<file path="src/rtl/pmi_pkg.sv">
package pmi_pkg;
   typedef enum logic [1:0] {
      OWN_NONE = 2'd0,
      OWN_PIN  = 2'd1,
      OWN_SYS  = 2'd2,
      OWN_PAL  = 2'd3
   } pmi_owner_e;

   localparam logic [2:0] IPI_PMI_MODE = 3'b010;
endpackage

</file>
<file path="src/rtl/pmi_pin_sync.sv">
module pmi_pin_sync #(
   parameter int STAGES = 2
) (
   input  logic clk,
   input  logic rst_n,
   input  logic pin_async,
   output logic pin_rise
);
   if (STAGES < 2) begin : g_bad_stages
      $error("pmi_pin_sync: STAGES must be at least 2");
   end

   logic [STAGES-1:0] chain_q;
   logic              prev_q;

   for (genvar s = 0; s < STAGES; s++) begin : g_stage
      always_ff @(posedge clk) begin
         if (!rst_n) chain_q[s] <= 1'b0;
         else if (s == 0) chain_q[s] <= pin_async;
         else chain_q[s] <= chain_q[(s == 0) ? 0 : s-1];
      end
   end

   always_ff @(posedge clk) begin
      if (!rst_n) prev_q <= 1'b0;
      else        prev_q <= chain_q[STAGES-1];
   end

   assign pin_rise = chain_q[STAGES-1] & ~prev_q;


   rise_single_chk: assert property (@(posedge clk) disable iff (!rst_n)
      pin_rise |=> !pin_rise);
endmodule

</file>
<file path="src/rtl/pmi_pending.sv">
module pmi_pending #(
   parameter int NUM_VEC = 16,
   parameter int VEC_W   = 4
) (
   input  logic               clk,
   input  logic               rst_n,
   input  logic [NUM_VEC-1:0] set_mask,
   input  logic               clr_valid,
   input  logic [VEC_W-1:0]   clr_vec,
   output logic [NUM_VEC-1:0] pend_q
);
   if (NUM_VEC > (1 << VEC_W)) begin : g_bad_width
      $error("pmi_pending: VEC_W too narrow for NUM_VEC");
   end

   for (genvar v = 0; v < NUM_VEC; v++) begin : g_latch
      logic hit_clr;
      assign hit_clr = clr_valid && (clr_vec == VEC_W'(v));

      always_ff @(posedge clk) begin
         if (!rst_n)           pend_q[v] <= 1'b0;
         else if (set_mask[v]) pend_q[v] <= 1'b1;
         else if (hit_clr)     pend_q[v] <= 1'b0;
      end


      sticky_chk: assert property (@(posedge clk) disable iff (!rst_n)
         (pend_q[v] && !hit_clr) |=> pend_q[v]);

      set_wins_chk: assert property (@(posedge clk) disable iff (!rst_n)
         set_mask[v] |=> pend_q[v]);
   end
endmodule

</file>
<file path="src/rtl/pmi_prio_enc.sv">
module pmi_prio_enc
   import pmi_pkg::*;
#(
   parameter int NUM_VEC = 16,
   parameter int VEC_W   = 4,
   parameter int PAL_LO  = 4
) (
   input  logic [NUM_VEC-1:0] masked,
   output logic               any,
   output logic [VEC_W-1:0]   win,
   output pmi_owner_e         owner
);
   if (PAL_LO < 2 || PAL_LO >= NUM_VEC) begin : g_bad_band
      $error("pmi_prio_enc: PAL_LO out of range");
   end

   always_comb begin
      any   = 1'b0;
      win   = '0;
      owner = OWN_NONE;
      for (int i = 0; i < NUM_VEC; i++) begin
         if (masked[i]) begin
            any = 1'b1;
            win = VEC_W'(i);
            if (i >= PAL_LO)  owner = OWN_PAL;
            else if (i >= 1)  owner = OWN_SYS;
            else              owner = OWN_PIN;
         end
      end
   end
endmodule

</file>
<file path="src/rtl/pmi_arbiter.sv">
module pmi_arbiter
   import pmi_pkg::*;
#(
   parameter int VEC_W       = 4,
   parameter int SYNC_STAGES = 2,
   parameter int PAL_LO      = 4,
   localparam int NUM_VEC    = 1 << VEC_W
) (
   input  logic               clk,
   input  logic               rst_n,
   input  logic               pin_async,
   input  logic               pin_present,
   input  logic               ext_valid,
   input  logic [VEC_W-1:0]   ext_vec,
   input  logic               ipi_valid,
   input  logic [2:0]         ipi_mode,
   input  logic [VEC_W-1:0]   ipi_vec,
   input  logic               psr_ic,
   input  logic               clr_valid,
   input  logic [VEC_W-1:0]   clr_vec,
   output logic [NUM_VEC-1:0] pend_vec,
   output logic               req,
   output logic [VEC_W-1:0]   win_vec,
   output logic [1:0]         win_owner
);
   logic               pin_rise;
   logic [NUM_VEC-1:0] set_mask;
   logic [NUM_VEC-1:0] masked;
   logic               any;
   pmi_owner_e         owner;

   pmi_pin_sync #(.STAGES(SYNC_STAGES)) u_sync (
      .clk(clk), .rst_n(rst_n), .pin_async(pin_async), .pin_rise(pin_rise)
   );

   always_comb begin
      set_mask = '0;
      if (ext_valid && ext_vec != '0) set_mask[ext_vec] = 1'b1;
      if (ipi_valid && ipi_mode == IPI_PMI_MODE && ipi_vec != '0)
         set_mask[ipi_vec] = 1'b1;
      if (pin_rise && pin_present) set_mask[0] = 1'b1;
   end

   pmi_pending #(.NUM_VEC(NUM_VEC), .VEC_W(VEC_W)) u_pend (
      .clk(clk), .rst_n(rst_n), .set_mask(set_mask),
      .clr_valid(clr_valid), .clr_vec(clr_vec), .pend_q(pend_vec)
   );

   assign masked = psr_ic ? pend_vec : '0;

   pmi_prio_enc #(.NUM_VEC(NUM_VEC), .VEC_W(VEC_W), .PAL_LO(PAL_LO)) u_enc (
      .masked(masked), .any(any), .win(win_vec), .owner(owner)
   );

   assign req       = any;
   assign win_owner = owner;


   mask_chk: assert property (@(posedge clk) disable iff (!rst_n)
      !psr_ic |-> (!req && win_owner == 2'd0));

   win_pending_chk: assert property (@(posedge clk) disable iff (!rst_n)
      req |-> pend_vec[win_vec]);

   owner_pal_chk: assert property (@(posedge clk) disable iff (!rst_n)
      (req && win_vec >= VEC_W'(PAL_LO)) |-> win_owner == 2'd3);

   pin_absent_chk: assert property (@(posedge clk) disable iff (!rst_n)
      $rose(pend_vec[0]) |-> $past(pin_present));
endmodule

</file>
<file path="config.mk">
export PLATFORM = sky130hd
export DESIGN_NAME = pmi_arbiter
export DESIGN_NICKNAME = d
export VERILOG_FILES = /design/src/rtl/pmi_pkg.sv /design/src/rtl/pmi_pin_sync.sv /design/src/rtl/pmi_pending.sv /design/src/rtl/pmi_prio_enc.sv /design/src/rtl/pmi_arbiter.sv
export SDC_FILE = /design/constraint.sdc
export NUM_CORES = 1
export LEC_CHECK = 0
export BUFFER_PORTS_ARGS = -buffer_cell sky130_fd_sc_hd__clkbuf_2
export CAP_MARGIN = 15
export CORE_UTILIZATION = 50
export CTS_BUF_LIST = sky130_fd_sc_hd__clkbuf_8
export DETAILED_ROUTE_END_ITERATION = 10
export HOLD_SLACK_MARGIN = 0.08
export PLACE_DENSITY_LB_ADDON = 0.12
export SYNTH_ARGS = -nofsm -noshare
export SYNTH_HDL_FRONTEND = slang
export SYNTH_SLANG_ARGS = --single-unit
</file>
<file path="constraint.sdc">
create_clock -name clk -period 1.39 [get_ports clk]
set_input_delay 0.0695 -clock clk [delete_from_list [all_inputs] [get_ports clk]]
set_output_delay 0.0695 -clock clk [all_outputs]
set_load 0.005 [all_outputs]
</file>
# After elaboration in Yosys (flattened, before gate mapping)
# Cells that the tools add are included.
word_totals:
  ff_bits: 19
  latchBits: 0
  mem_bits_rw: 0
  mem_bits_ro: 0
  input_bits: 23
  wordCells: 170
  n_memories: 0
classes:
  add_sub_neg: 0
  n_mul: 0
  div_mod_pow: 0
  order_cmp: 4
  eq_ne: 16
  shift: 0
  n_mux: 87
  bitwise: 3
  reduce_logical: 41
ops:
  columns: ["operator", "n"]
  rows:
  - ["1-bit 2-to-1 mux", 53]
  - ["16-bit 2-to-1 mux", 3]
  - ["2-bit 2-to-1 mux", 17]
  - ["4-bit equality test, second input constant", 8]
  - ["4-bit 2-to-1 mux", 8]
  - ["2-bit nonzero test", 16]
  - ["1-bit logical AND", 22]
  - ["4-bit by 3-bit equality test with 1-bit output, second input constant", 4]
  - ["16-bit bitwise OR", 1]
  - ["3-bit 2-to-1 mux", 4]
  - ["4-bit by 5-bit less-than comparator with 1-bit output, second input constant", 2]
  - ["1-bit demux with 4-bit select", 2]
  - ["4-bit by 2-bit equality test with 1-bit output, second input constant", 2]
  - ["4-bit by 1-bit greater-or-equal comparator with 1-bit output, second input constant", 2]
  - ["4-bit nonzero test", 2]
  - ["4-bit by 1-bit equality test with 1-bit output, second input constant", 1]
  - ["4-bit logical NOT", 1]
  - ["3-bit by 2-bit equality test with 1-bit output, second input constant", 1]
  - ["1-bit AND", 1]
  - ["1-bit inverter", 1]

# Longest topological paths before layout
# Gate-level depths: netlist of run 1.
depth:
  word_depth: 17
  depth_mapped: 5
  mapped_depth_nobuf: 4

# Hierarchy
# A second synthesis of run 1 with hierarchy kept.
hier_totals:
  hier_cells: 172
  area_unflattened_um2: 1421.4
modules_own_cells:
  columns: ["module", "instances", "cells_per_inst", "area_per_inst_um2"]
  rows:
  - ["pmi_pending", 1, 73, 636.9]
  - ["pmi_arbiter", 1, 62, 479.2]
  - ["pmi_prio_enc", 1, 30, 212.7]
  - ["pmi_pin_sync", 1, 7, 92.6]

# Least setup slack after synthesis of run 1
# No wires, ideal clock.
synth_path:
  path_kind: "register -> output"
  from: "register u_pend.pend_q[10]"
  to: "output win_owner[0]"
  t_arrival_ns: 1.074
  path_slack_ns: 0.246
  stages_incl_launch_ff: 4
  path_buffers: 0
  path_cell_list: "dfxtp_1 > o41ai_2 > nand3_1 > o21bai_1"
synth_between:
  elab_chain_cells: 7
synth_rtl:
  columns: ["element", "line", "text"]
  rows:
  - ["start: declaration", "pmi_pending.sv:10", "output logic [NUM_VEC-1:0] pend_q"]
  - ["start signal: indexed assignment", "pmi_pending.sv:21", "if (!rst_n) pend_q[v] <= 1'b0;"]
  - ["start signal: indexed assignment", "pmi_pending.sv:22", "else if (set_mask[v]) pend_q[v] <= 1'b1;"]
  - ["start signal: indexed assignment", "pmi_pending.sv:23", "else if (hit_clr) pend_q[v] <= 1'b0;"]
  - ["16-bit 2-to-1 mux", "pmi_arbiter.sv:49", "assign masked = psr_ic ? pend_vec : '0;"]
  - ["2-bit 2-to-1 mux (6 in a row)", "pmi_prio_enc.sv:22", "if (masked[i]) begin"]
  - ["end: declaration", "pmi_arbiter.sv:24", "output logic [1:0] win_owner"]
# No other way between the ends.

# Worst setup path after layout of run 1
layout_path:
  from: "register u_pend.pend_q[2]"
  to: "output win_vec[0]"
layout_between:
  elab_chain_cells: 15
layout_rtl:
  columns: ["element", "line", "text"]
  rows:
  - ["16-bit 2-to-1 mux", "pmi_arbiter.sv:49", null]
  - ["2-bit 2-to-1 mux (2 in a row)", "pmi_prio_enc.sv:22", null]
  - ["3-bit 2-to-1 mux (4 in a row)", "pmi_prio_enc.sv:22", null]
  - ["4-bit 2-to-1 mux (8 in a row)", "pmi_prio_enc.sv:22", null]
  - ["end: declaration", "pmi_arbiter.sv:23", "output logic [VEC_W-1:0] win_vec,"]
# No other way between the ends.

==> results of run 1 <==
[report_power, final]
group	total [mW]	switching [mW]	internal [mW]
Clock	0.366	0.170	0.196
Sequential	0.577	0.0219	0.555
Combinational	0.294	0.155	0.139
Total	1.24	0.347	0.890
[area by class of cell]
class / count / area [um2] / share of cell area [%]
inverter: 4 / 15.0 / 0.883
clock buffer: 3 / 41.3 / 2.43
clock inverter: 1 / 3.75 / 0.221
multi-input combinational: 115 / 855 / 50.3
timing repair buffer: 60 / 343 / 20.2
sequential: 19 / 408 / 24.0
tap: 28 / 35.0 / 2.06
[cells by family after synthesis]
family | Yosys count
AND/OR/NAND/NOR | 72
AO/OA/AOI/OAI | 43
buffers and inverters | 8
flip-flops | 19
[sequential cells by signal, indices dropped and copies added (netlist names)]
signal          flops
u_sync.chain_q      2
u_pend.pend_q      16
u_sync.prev_q       1
[per-layer routing]
metal | GRT usage [%] | wire length (um) | vias up
met4 | 16.2 | 121 | 0
li1 | - | - | 668
met5 | 0 | 0 | -
met3 | 4.55 | 291 | 15
met2 | 55.8 | 2150 | 99
met1 | 36.9 | 1540 | 663
[worst paths after layout]
kind	slack [ns]	to	depth (start not counted)
max	-0.18	win_vec[0]	5
min	0.12	u_pend.pend_q[13]	2
max reg2reg	0.42	u_pend.pend_q[6]	4
min reg2reg	0.47	u_sync.prev_q	1
[Yosys cell counts]
library cell,n
sky130_fd_sc_hd__a32oi_1,1
sky130_fd_sc_hd__nor2_1,10
sky130_fd_sc_hd__nand4_1,3
sky130_fd_sc_hd__and2_4,1
sky130_fd_sc_hd__o311a_1,1
sky130_fd_sc_hd__o31ai_1,2
sky130_fd_sc_hd__o41ai_1,1
sky130_fd_sc_hd__nor4_1,2
sky130_fd_sc_hd__dfxtp_1,19
sky130_fd_sc_hd__o21ai_0,1
sky130_fd_sc_hd__a221oi_1,1
sky130_fd_sc_hd__nor3_1,2
sky130_fd_sc_hd__and3b_1,1
sky130_fd_sc_hd__o21bai_1,1
sky130_fd_sc_hd__and2_1,3
sky130_fd_sc_hd__nand2b_1,5
sky130_fd_sc_hd__a31oi_1,3
sky130_fd_sc_hd__o221ai_1,2
sky130_fd_sc_hd__clkbuf_1,1
sky130_fd_sc_hd__a32o_1,1
sky130_fd_sc_hd__and4bb_4,1
sky130_fd_sc_hd__nor2b_1,6
sky130_fd_sc_hd__o21ai_1,2
sky130_fd_sc_hd__o311ai_1,3
sky130_fd_sc_hd__a21oi_1,9
sky130_fd_sc_hd__a221o_1,7
sky130_fd_sc_hd__nor3b_1,2
sky130_fd_sc_hd__a21boi_1,1
sky130_fd_sc_hd__inv_1,4
sky130_fd_sc_hd__nand2_1,20
sky130_fd_sc_hd__o41ai_2,2
sky130_fd_sc_hd__buf_2,3
sky130_fd_sc_hd__a21o_1,1
sky130_fd_sc_hd__or3_1,2
sky130_fd_sc_hd__nor2b_4,1
sky130_fd_sc_hd__o31a_1,2
sky130_fd_sc_hd__o211ai_1,2
sky130_fd_sc_hd__nand3_1,9
sky130_fd_sc_hd__nor3b_2,4
[worst reg2reg max path, cell delays in order (launching register included)]
cell	delay [ns]
sky130_fd_sc_hd__dfxtp_4	0.36
sky130_fd_sc_hd__buf_4	0.13
sky130_fd_sc_hd__nand2_1	0.05
sky130_fd_sc_hd__a21oi_1	0.04
sky130_fd_sc_hd__a221o_1	0.27
[placed cells by master, fill, tap and decap left out, types with 2 or more instances in the layout]
cell / netlist / layout
sky130_fd_sc_hd__clkbuf_2: 0 / 44
sky130_fd_sc_hd__nand2_1: 20 / 19
sky130_fd_sc_hd__buf_4: 0 / 13
sky130_fd_sc_hd__nor2_1: 10 / 10
sky130_fd_sc_hd__a21oi_1: 9 / 9
sky130_fd_sc_hd__nand3_1: 9 / 8
sky130_fd_sc_hd__a221o_1: 7 / 7
sky130_fd_sc_hd__dfxtp_1: 19 / 7
sky130_fd_sc_hd__dfxtp_2: 0 / 7
sky130_fd_sc_hd__nor2b_1: 6 / 6
sky130_fd_sc_hd__dfxtp_4: 0 / 5
sky130_fd_sc_hd__nand2b_1: 5 / 4
sky130_fd_sc_hd__inv_1: 4 / 4
sky130_fd_sc_hd__nor3b_2: 4 / 4
sky130_fd_sc_hd__o41ai_4: 0 / 3
sky130_fd_sc_hd__and2_1: 3 / 3
sky130_fd_sc_hd__nand4_1: 3 / 3
sky130_fd_sc_hd__a31oi_1: 3 / 3
sky130_fd_sc_hd__o311ai_1: 3 / 3
sky130_fd_sc_hd__clkbuf_8: 0 / 3
sky130_fd_sc_hd__or3_1: 2 / 2
sky130_fd_sc_hd__o31a_1: 2 / 2
sky130_fd_sc_hd__nor3_1: 2 / 2
sky130_fd_sc_hd__nor3b_1: 2 / 2
sky130_fd_sc_hd__o21ai_1: 2 / 2
sky130_fd_sc_hd__o211ai_1: 2 / 2
sky130_fd_sc_hd__o31ai_1: 2 / 2
sky130_fd_sc_hd__dlygate4sd3_1: 0 / 2
[repair_timing]
item | in CTS | in global routing
setup buffers | 3 | 4
hold endpoints to repair | 2 | 0
gates resized for setup | 18 | 14
setup endpoints to repair | 7 | 7
pin swaps | 9 | 7
hold buffers | 2 | 0
[through the flow]
stage                     worst slack [ns]  hold WS (ns)  power [mW]  util [%]  cell area (um2)
final                               -0.178         0.125        1.24      76.9             1700
after global routing                -0.249         0.139        1.29      76.9             1700
after CTS                           -0.146         0.122        1.21      73.2             1620
after detailed placement           -0.0142         0.300       0.834      66.1             1460
after global placement               0.102         0.276       0.825      66.1             1460
after floorplan                      0.246         0.171       0.709         -             1170
==> parameters.txt, run 1 <==
Parameter                              Value

Routing
  DRT antenna net count    0
  Number of DRC markers in iteration 0    68
  Drc violations    0
  Pre-antenna DRT Iters    4
  Routed WL    4110 um
  WL per Instance    17.9 um
  Vias/cell    6.28
  Total via count after detailed routing    1445

Setup path
  Kind of start point of the critical path    flop
  Endpoint arrival time on the critical path    1.50 ns
  Crit-path slowest cell    sky130_fd_sc_hd__dfxtp_2
  Worst flop-to-flop path startpoint    u_pend.pend_q[6]
  Crit end category    primary output
  Buffers and inverters on the worst path    1
  Category of cells accounting for the largest share of critical-path delay    compound AO/OA/AOI/OAI gates
  Launching element of the worst setup path    u_pend.pend_q[2]
  Top fanout value on the critical path    4
  Cell chain of the critical path    nand2b_4, a221oi_4, o221ai_2, a21boi_1, buf_2
  Classification of the worst setup path    flop to primary output
  CP required    1.32 ns
  Critical path's largest stage delay    0.33 ns

STA
  Normalized max-slew margin    74.8%
  Number of endpoints with negative hold slack in the final report    0
  Period minus WS final    1.57 ns
  Fmax    638 MHz
  Final worst clock skew    0.000677 ns
  Share of the clock period used by the worst path after layout    113%
  RSZ-0062 raised after global routing    true
  Least setup slack across all paths after layout    -0.178 ns
  Sum of negative setup slack    -0.923 ns
  Final max-slew violation count    0
  Final count of negative-setup-slack endpoints    7
  Least-Margin Pin Slew    0.372 ns

Logic synthesis
  Post-synthesis cell area    0.00117 mm2
  Mean post-synth cell area    8.22 um2
  Number of warnings printed during yosys synthesis    0
  Top-area cell type share of the netlist area    32.6%
  Fraction of the mapped netlist area in simple logic gates    35.3%
  Share of the synthesized area in compound gates (AO/OA/AOI/OAI)    29.3%
  Mux share of post-synthesis cell area    0%
  Post-synthesis register bit count    19
  Xor and xnor area share after synthesis    0%
  Nets in the synthesized netlist    165
  Dominant combinational cell family by area after synthesis    simple AND/OR/NAND/NOR gates
  Library cell occupying the most area in the post-synthesis netlist    sky130_fd_sc_hd__dfxtp_1
  Number of distinct standard cells referenced by the synthesized netlist    39
  Count of mapped cells out of synthesis    142
  Post-synthesis adder-cell area fraction    0%
  Cell types occupying the most area after synthesis    sky130_fd_sc_hd__dfxtp_1 (33%), sky130_fd_sc_hd__nand2_1 (6.4%), sky130_fd_sc_hd__a221o_1 (6.0%)
  Post-synthesis sequential area ratio    32.6%

CTS
  Clock tree from TritonCTS    done
  Buffer depth of the longest clock path    2
  H-tree depth    1
  Number of sinks handled by clock tree synthesis    19
  CTS buffer count    3
  Master cell of the clock root buffer    sky130_fd_sc_hd__clkbuf_8
  Source-to-sink clock delay at the later pin of the worst-skew pair    0.26 ns
  Clock-pin slew on the worst setup and hold paths    0.06 ns

GRT
  Global-route congestion overflow total    0
  Number of antenna violations at the first check in global routing    0
  Wire length of the first global-routing pass    5930 um
  Via count of the first global-routing pass    1324
  Largest net degree at the start of global routing    15
  Overall track demand over capacity in global routing    31.7%

Min path
  Classification of the worst-slack hold path    input port to flop
  Startpoint of the worst hold path    ipi_vec[1]

Final layout
  Nets@finish    226
  Filler instances    170
  Area added between synthesis and finish    45.7%
  Non-Filler Instances    230
  Count of antenna diodes in the layout    0
  Fraction of final layout cells with drive strength greater than 1    45.0%

Floorplanning
  Starting utilization of the core area    52.8%
  Horiz. Die Dim    50.3 um
  Die footprint    0.00253 mm2
  Vert. Die Dim    50.3 um
  Core ar.    0.00221 mm2
  Rows    17
  Ports    46

Placed design
  Routability congestion estimate    0.917
  Final HPWL DP    2730 um
  Port buffer count    45
  Placed Instances    218

Flow run
  Max Cap Violations    0

Power
  PD cells    727 mW/mm2
  Leakage power summed over all cells    0.748 nW
  Max VDD drop    847 uV

Status
  Violated checks    negative setup slack
  Run status    finished, violations left
Power figures use the tool's default switching activity.
==> run 2: changes to the inputs <==
- CORE_UTILIZATION: 50 -> 48
- CTS_BUF_LIST: sky130_fd_sc_hd__clkbuf_8 -> sky130_fd_sc_hd__clkbuf_16
==> run 2 against run 1 <==
  * The run still ends with negative setup slack left
  * Design area decreased by 2.5%
  * Via count decreased by 4.0%
  * Routed wire length decreased by 11%
  * Largest power group unchanged
  * Highest routed layer unchanged
==> parameters.txt, run 2 (synthesis gave the netlist of run 1 again) <==
Parameter                              Value

Status
  Run status    finished, violations left
  Violated checks    negative setup slack

Final layout
  Number of flip-flops under the largest register name    16
  Area added between synthesis and finish    42.0%
  Nets@finish    221
  Reg with most FFs    u_pend.pend_q
  Commonest cells after routing, fill and taps aside    sky130_fd_sc_hd__clkbuf_2 (45), sky130_fd_sc_hd__nand2_1 (19), sky130_fd_sc_hd__dfxtp_1 (11)
  Most common cell after layout, fill and taps aside    sky130_fd_sc_hd__clkbuf_2
  Non-Filler Instances    225
  Regs by FF count    u_pend.pend_q: 16 flops, u_sync.chain_q: 2 flops, u_sync.prev_q: 1 flops
  Final standard cell utilization of the core    73.5%
  Fraction of final layout cells with drive strength greater than 1    41.6%
  Count of antenna diodes in the layout    0

STA
  Number of endpoints with negative hold slack in the final report    0
  Least setup slack across all paths after layout    -0.159 ns
  Least-Margin Pin Slew    0.399 ns
  Fmax    646 MHz
  RSZ-0062 raised after global routing    true
  Final max-slew violation count    0
  Share of the clock period used by the worst path after layout    111%
  Final count of negative-setup-slack endpoints    7
  Normalized max-slew margin    73.2%
  Final worst clock skew    0.000722 ns
  Period minus WS final    1.55 ns

Placed design
  Final HPWL DP    2740 um
  Port buffer count    45
  Dpl ws    0.00328 ns
  Placed Instances    218
  Routability congestion estimate    0.947

Floorplanning
  Horiz. Die Dim    51.3 um
  Core ar.    0.00225 mm2
  Vert. Die Dim    51.3 um
  Rows    17
  Ports    46
  Die footprint    0.00263 mm2
  Starting utilization of the core area    51.8%

CTS
  Clock-pin slew on the worst setup and hold paths    0.05 ns
  Master cell of the clock root buffer    sky130_fd_sc_hd__clkbuf_16
  Buffer depth of the longest clock path    2
  Source-to-sink clock delay at the later pin of the worst-skew pair    0.25 ns
  Number of sinks handled by clock tree synthesis    19
  CTS buffer count    3
  H-tree depth    1
  Clock tree from TritonCTS    done

Routing
  Routed WL    3640 um
  Number of DRC markers in iteration 0    100
  Vias/cell    6.16
  Total via count after detailed routing    1387
  DRT antenna net count    0
  Pre-antenna DRT Iters    5
  WL per Instance    16.2 um
  Drc violations    0

Setup path
  CP required    1.32 ns
  Endpoint arrival time on the critical path    1.48 ns
  Classification of the worst setup path    flop to primary output
  Crit end category    primary output
  Kind of start point of the critical path    flop
  Top fanout value on the critical path    5

Power
  Total Power Consumption    1.43 mW
  PD cells    861 mW/mm2
  Leakage power summed over all cells    0.721 nW
  Max VDD drop    819 uV

Min path
  Classification of the worst-slack hold path    input port to flop

GRT
  Wire length of the first global-routing pass    5400 um
  Largest net degree at the start of global routing    15
  Via count of the first global-routing pass    1142
  Global-route congestion overflow total    0
  Overall track demand over capacity in global routing    27.6%
  Number of antenna violations at the first check in global routing    0

Flow run
  Max Cap Violations    0
==> run 2: repair_timing <==
action | CTS | global route
endpoints found under the hold margin | 2 | 0
buffers inserted | 1 | 0
pin swaps | 8 | 2
hold buffers | 2 | 0
gates resized for setup | 18 | 4
endpoints found under the setup margin | 7 | 7
==> run 2: critical path, cell delays in order, from the launching register on <==
cell and delay (ns):
sky130_fd_sc_hd__dfxtp_2 0.34, sky130_fd_sc_hd__nor4_2 0.29, sky130_fd_sc_hd__o31a_1 0.20, sky130_fd_sc_hd__nor4_2 0.05, sky130_fd_sc_hd__o31a_1 0.24, sky130_fd_sc_hd__clkbuf_2 0.11
==> run 2: area by class of cell <==
| class | instances | area (um2) |
|---|---|---|
| multi-input combinational | 115 | 823 |
| inverter | 4 | 15.0 |
| clock buffer | 3 | 75.1 |
| tap | 28 | 35.0 |
| fill | 180 | 597 |
| timing repair buffer | 55 | 309 |
| clock inverter | 1 | 5.00 |
| sequential | 19 | 395 |
==> run 2: path summary, 6_finish.rpt <==
check                    startpoint                 to  slack [ns]  depth (start not counted)
hold reg to reg   u_sync.chain_q[0]  u_sync.chain_q[1]        0.44                          1
setup / recovery   u_pend.pend_q[7]         win_vec[1]       -0.16                          5
setup reg to reg   u_pend.pend_q[9]   u_pend.pend_q[9]        0.40                          4
hold / removal           ipi_vec[1]  u_pend.pend_q[13]        0.13                          2
==> run 2: power breakdown <==
part	switching (mW)	internal, mW	leakage, nW
Combinational	0.144	0.134	0.522
Clock	0.186	0.385	0.0409
Sequential	0.0190	0.559	0.159
==> run 2: layer usage <==
metal | up-vias | wire length, um | track usage [%]
met5 | - | 0 | 0
met4 | 0 | 63 | 6.76
met3 | 10 | 326 | 2.68
met2 | 96 | 1720 | 47.6
met1 | 628 | 1530 | 36.6
li1 | 653 | - | -
==> run 2: stage by stage <==
step	instance area, um2	setup TNS (ns)	hold WS [ns]
finish	1660	-0.658	0.130
global route	1660	-1.11	0.159
CTS	1640	-0.652	0.131
detailed placement	1460	0	0.281
global placement	1460	0	0.276
floorplan	1170	0	0.171
==> run 3: changes to the inputs <==
- SKIP_LAST_GASP: not set -> 1
==> run 3 against run 2 <==
  * The run still ends with negative setup slack left
  * Fmax about the same
  * Routed wire length down 0.38%
  * Total power about the same
  * Sequential share of layout area about the same
  * Flip-flop and latch count unchanged
  * Critical endpoint unchanged
  * Non-clock buffer count unchanged
  * Highest routed layer unchanged
  * Design area down 0.15%
  * Largest cell class unchanged
==> parameters.txt, run 3 (synthesis gave the netlist of run 1 again) <==
Parameter                              Value

Power
  Clock share of power    40.1%
  Leakage power summed over all cells    0.722 nW
  Sw power    0.350 mW
  Max VDD drop    817 uV
  Logic pwr share    19.3%
  Cell-internal power    1.08 mW
  Share of total power in sequential cells    40.5%
  PD cells    862 mW/mm2
  Switching power share of the total    24.5%

Placed design
  Port buffer count    45
  Placed cell areas    0.00146 mm2
  Final HPWL DP    2740 um
  Dpl ws    0.00328 ns
  Routability congestion estimate    0.947

Final layout
  Reg with most FFs    u_pend.pend_q
  Filler instances    181
  Most common cell after layout, fill and taps aside    sky130_fd_sc_hd__clkbuf_2
  Area added between synthesis and finish    41.8%
  Regs by FF count    u_pend.pend_q: 16 flops, u_sync.chain_q: 2 flops, u_sync.prev_q: 1 flops
  Final non-filler cell area    0.00166 mm2
  FF/Latch Area    395 um2
  Commonest cells after routing, fill and taps aside    sky130_fd_sc_hd__clkbuf_2 (45), sky130_fd_sc_hd__nand2_1 (20), sky130_fd_sc_hd__dfxtp_1 (11)
  Count of antenna diodes in the layout    0
  Nets@finish    221
  Multi-input gate area in the final layout    821 um2
  Fraction of final layout cells with drive strength greater than 1    41.1%
  Number of flip-flops under the largest register name    16

Routing
  Routed WL    3630 um
  WL per Instance    16.1 um
  Vias/cell    6.12
  Pre-antenna DRT Iters    5
  DRT antenna net count    0
  Number of DRC markers in iteration 0    100
  Drc violations    0
  Total via count after detailed routing    1376

GRT
  Overall track demand over capacity in global routing    27.6%
  Largest net degree at the start of global routing    15
  Global-route congestion overflow total    0
  Via count of the first global-routing pass    1142
  Wire length of the first global-routing pass    5400 um
  Number of antenna violations at the first check in global routing    0

Setup path
  Crit-path slowest cell    sky130_fd_sc_hd__dfxtp_2
  Endpoint arrival time on the critical path    1.48 ns
  CP required    1.32 ns
  Cell chain of the critical path    nor4_2, o31a_1, nor4_2, o31a_1, clkbuf_2
  Critical path's largest stage delay    0.34 ns
  Classification of the worst setup path    flop to primary output
  Crit end category    primary output
  Top fanout value on the critical path    5
  Kind of start point of the critical path    flop

Floorplanning
  Starting utilization of the core area    51.8%
  Core ar.    0.00225 mm2
  Horiz. Die Dim    51.3 um
  Ports    46
  Vert. Die Dim    51.3 um
  Die footprint    0.00263 mm2
  Rows    17

STA
  RSZ-0062 raised after global routing    true
  Final worst clock skew    0.000721 ns
  Fmax    645 MHz
  Final max-slew violation count    0
  Period minus WS final    1.55 ns
  Final hold slack    0.130 ns
  Least-Margin Pin Slew    0.396 ns
  Least setup slack across all paths after layout    -0.160 ns
  Share of the clock period used by the worst path after layout    112%
  Normalized max-slew margin    73.4%
  Number of endpoints with negative hold slack in the final report    0
  Final count of negative-setup-slack endpoints    7
  Sum of negative setup slack    -0.662 ns

CTS
  Clock-pin slew on the worst setup and hold paths    0.05 ns
  CTS buffer count    3
  Number of sinks handled by clock tree synthesis    19
  Clock tree from TritonCTS    done
  H-tree depth    1
  Master cell of the clock root buffer    sky130_fd_sc_hd__clkbuf_16
  Buffer depth of the longest clock path    2
  Source-to-sink clock delay at the later pin of the worst-skew pair    0.25 ns

Status
  Run status    finished, violations left
  Violated checks    negative setup slack

Min path
  Classification of the worst-slack hold path    input port to flop

Flow run
  Max Cap Violations    0
## run 3: cell counts in the layout (fill, tap and decap cells not counted)
No cell type changed its count.
## run 3: worst paths after layout
path	from	end	slack, ns	cells after the start
setup reg to reg	u_pend.pend_q[9]	u_pend.pend_q[9]	0.40	4
hold reg to reg	u_sync.chain_q[0]	u_sync.chain_q[1]	0.44	1
setup / recovery	u_pend.pend_q[7]	win_vec[1]	-0.16	5
hold / removal	ipi_vec[1]	u_pend.pend_q[13]	0.13	2
## run 3: cell type report
cell class / count / area share, %
multi-input combinational: 115 / 49.6
inverter: 4 / 0.907
sequential: 19 / 23.9
timing repair buffer: 55 / 18.7
tap: 28 / 2.12
clock inverter: 1 / 0.302
clock buffer: 3 / 4.54
## run 3: critical path, delay by kind of cell, from the launching register on
kind	cells	cell delay (ns)
buffers and inverters	1	0.11
and+or+nand+nor	2	0.34
DFF	1	0.34
AOI/OAI and AO/OA	2	0.44
## run 3: what timing repair did
action,4_1_cts,5_1_grt
setup endpoints to repair,7,7
gates resized for setup,18,3
setup buffers,1,0
pin swaps,8,2
hold buffers,2,0
hold endpoints to repair,2,0
## run 3: per-stage QoR
step	total power [mW]	utilization (%)	instances
after floorplan	0.709	-	142
after global placement	0.824	64.8	218
after detailed placement	0.832	64.8	218
after CTS	1.42	72.8	225
after global routing	1.48	73.4	225
final	1.43	73.4	225
## run 3: power by group through the flow
| stage | clock network [mW] | registers, mW | logic, mW |
|---|---|---|---|
| after global placement | 0 | 0.587 | 0.238 |
| after CTS | 0.577 | 0.579 | 0.269 |
| after floorplan | 0 | 0.588 | 0.121 |
| after detailed placement | 0 | 0.588 | 0.244 |
| after global routing | 0.602 | 0.580 | 0.299 |
| final | 0.573 | 0.578 | 0.276 |
## run 3: routing by layer
| layer | global-route usage (%) | vias to the layer above | part of all wire [%] |
|---|---|---|---|
| li1 | - | 652 | - |
| met3 | 2.68 | 15 | 8.6 |
| met5 | 0 | - | 0 |
| met4 | 6.76 | 0 | 2.6 |
| met1 | 36.6 | 615 | 42 |
| met2 | 47.6 | 94 | 47 |
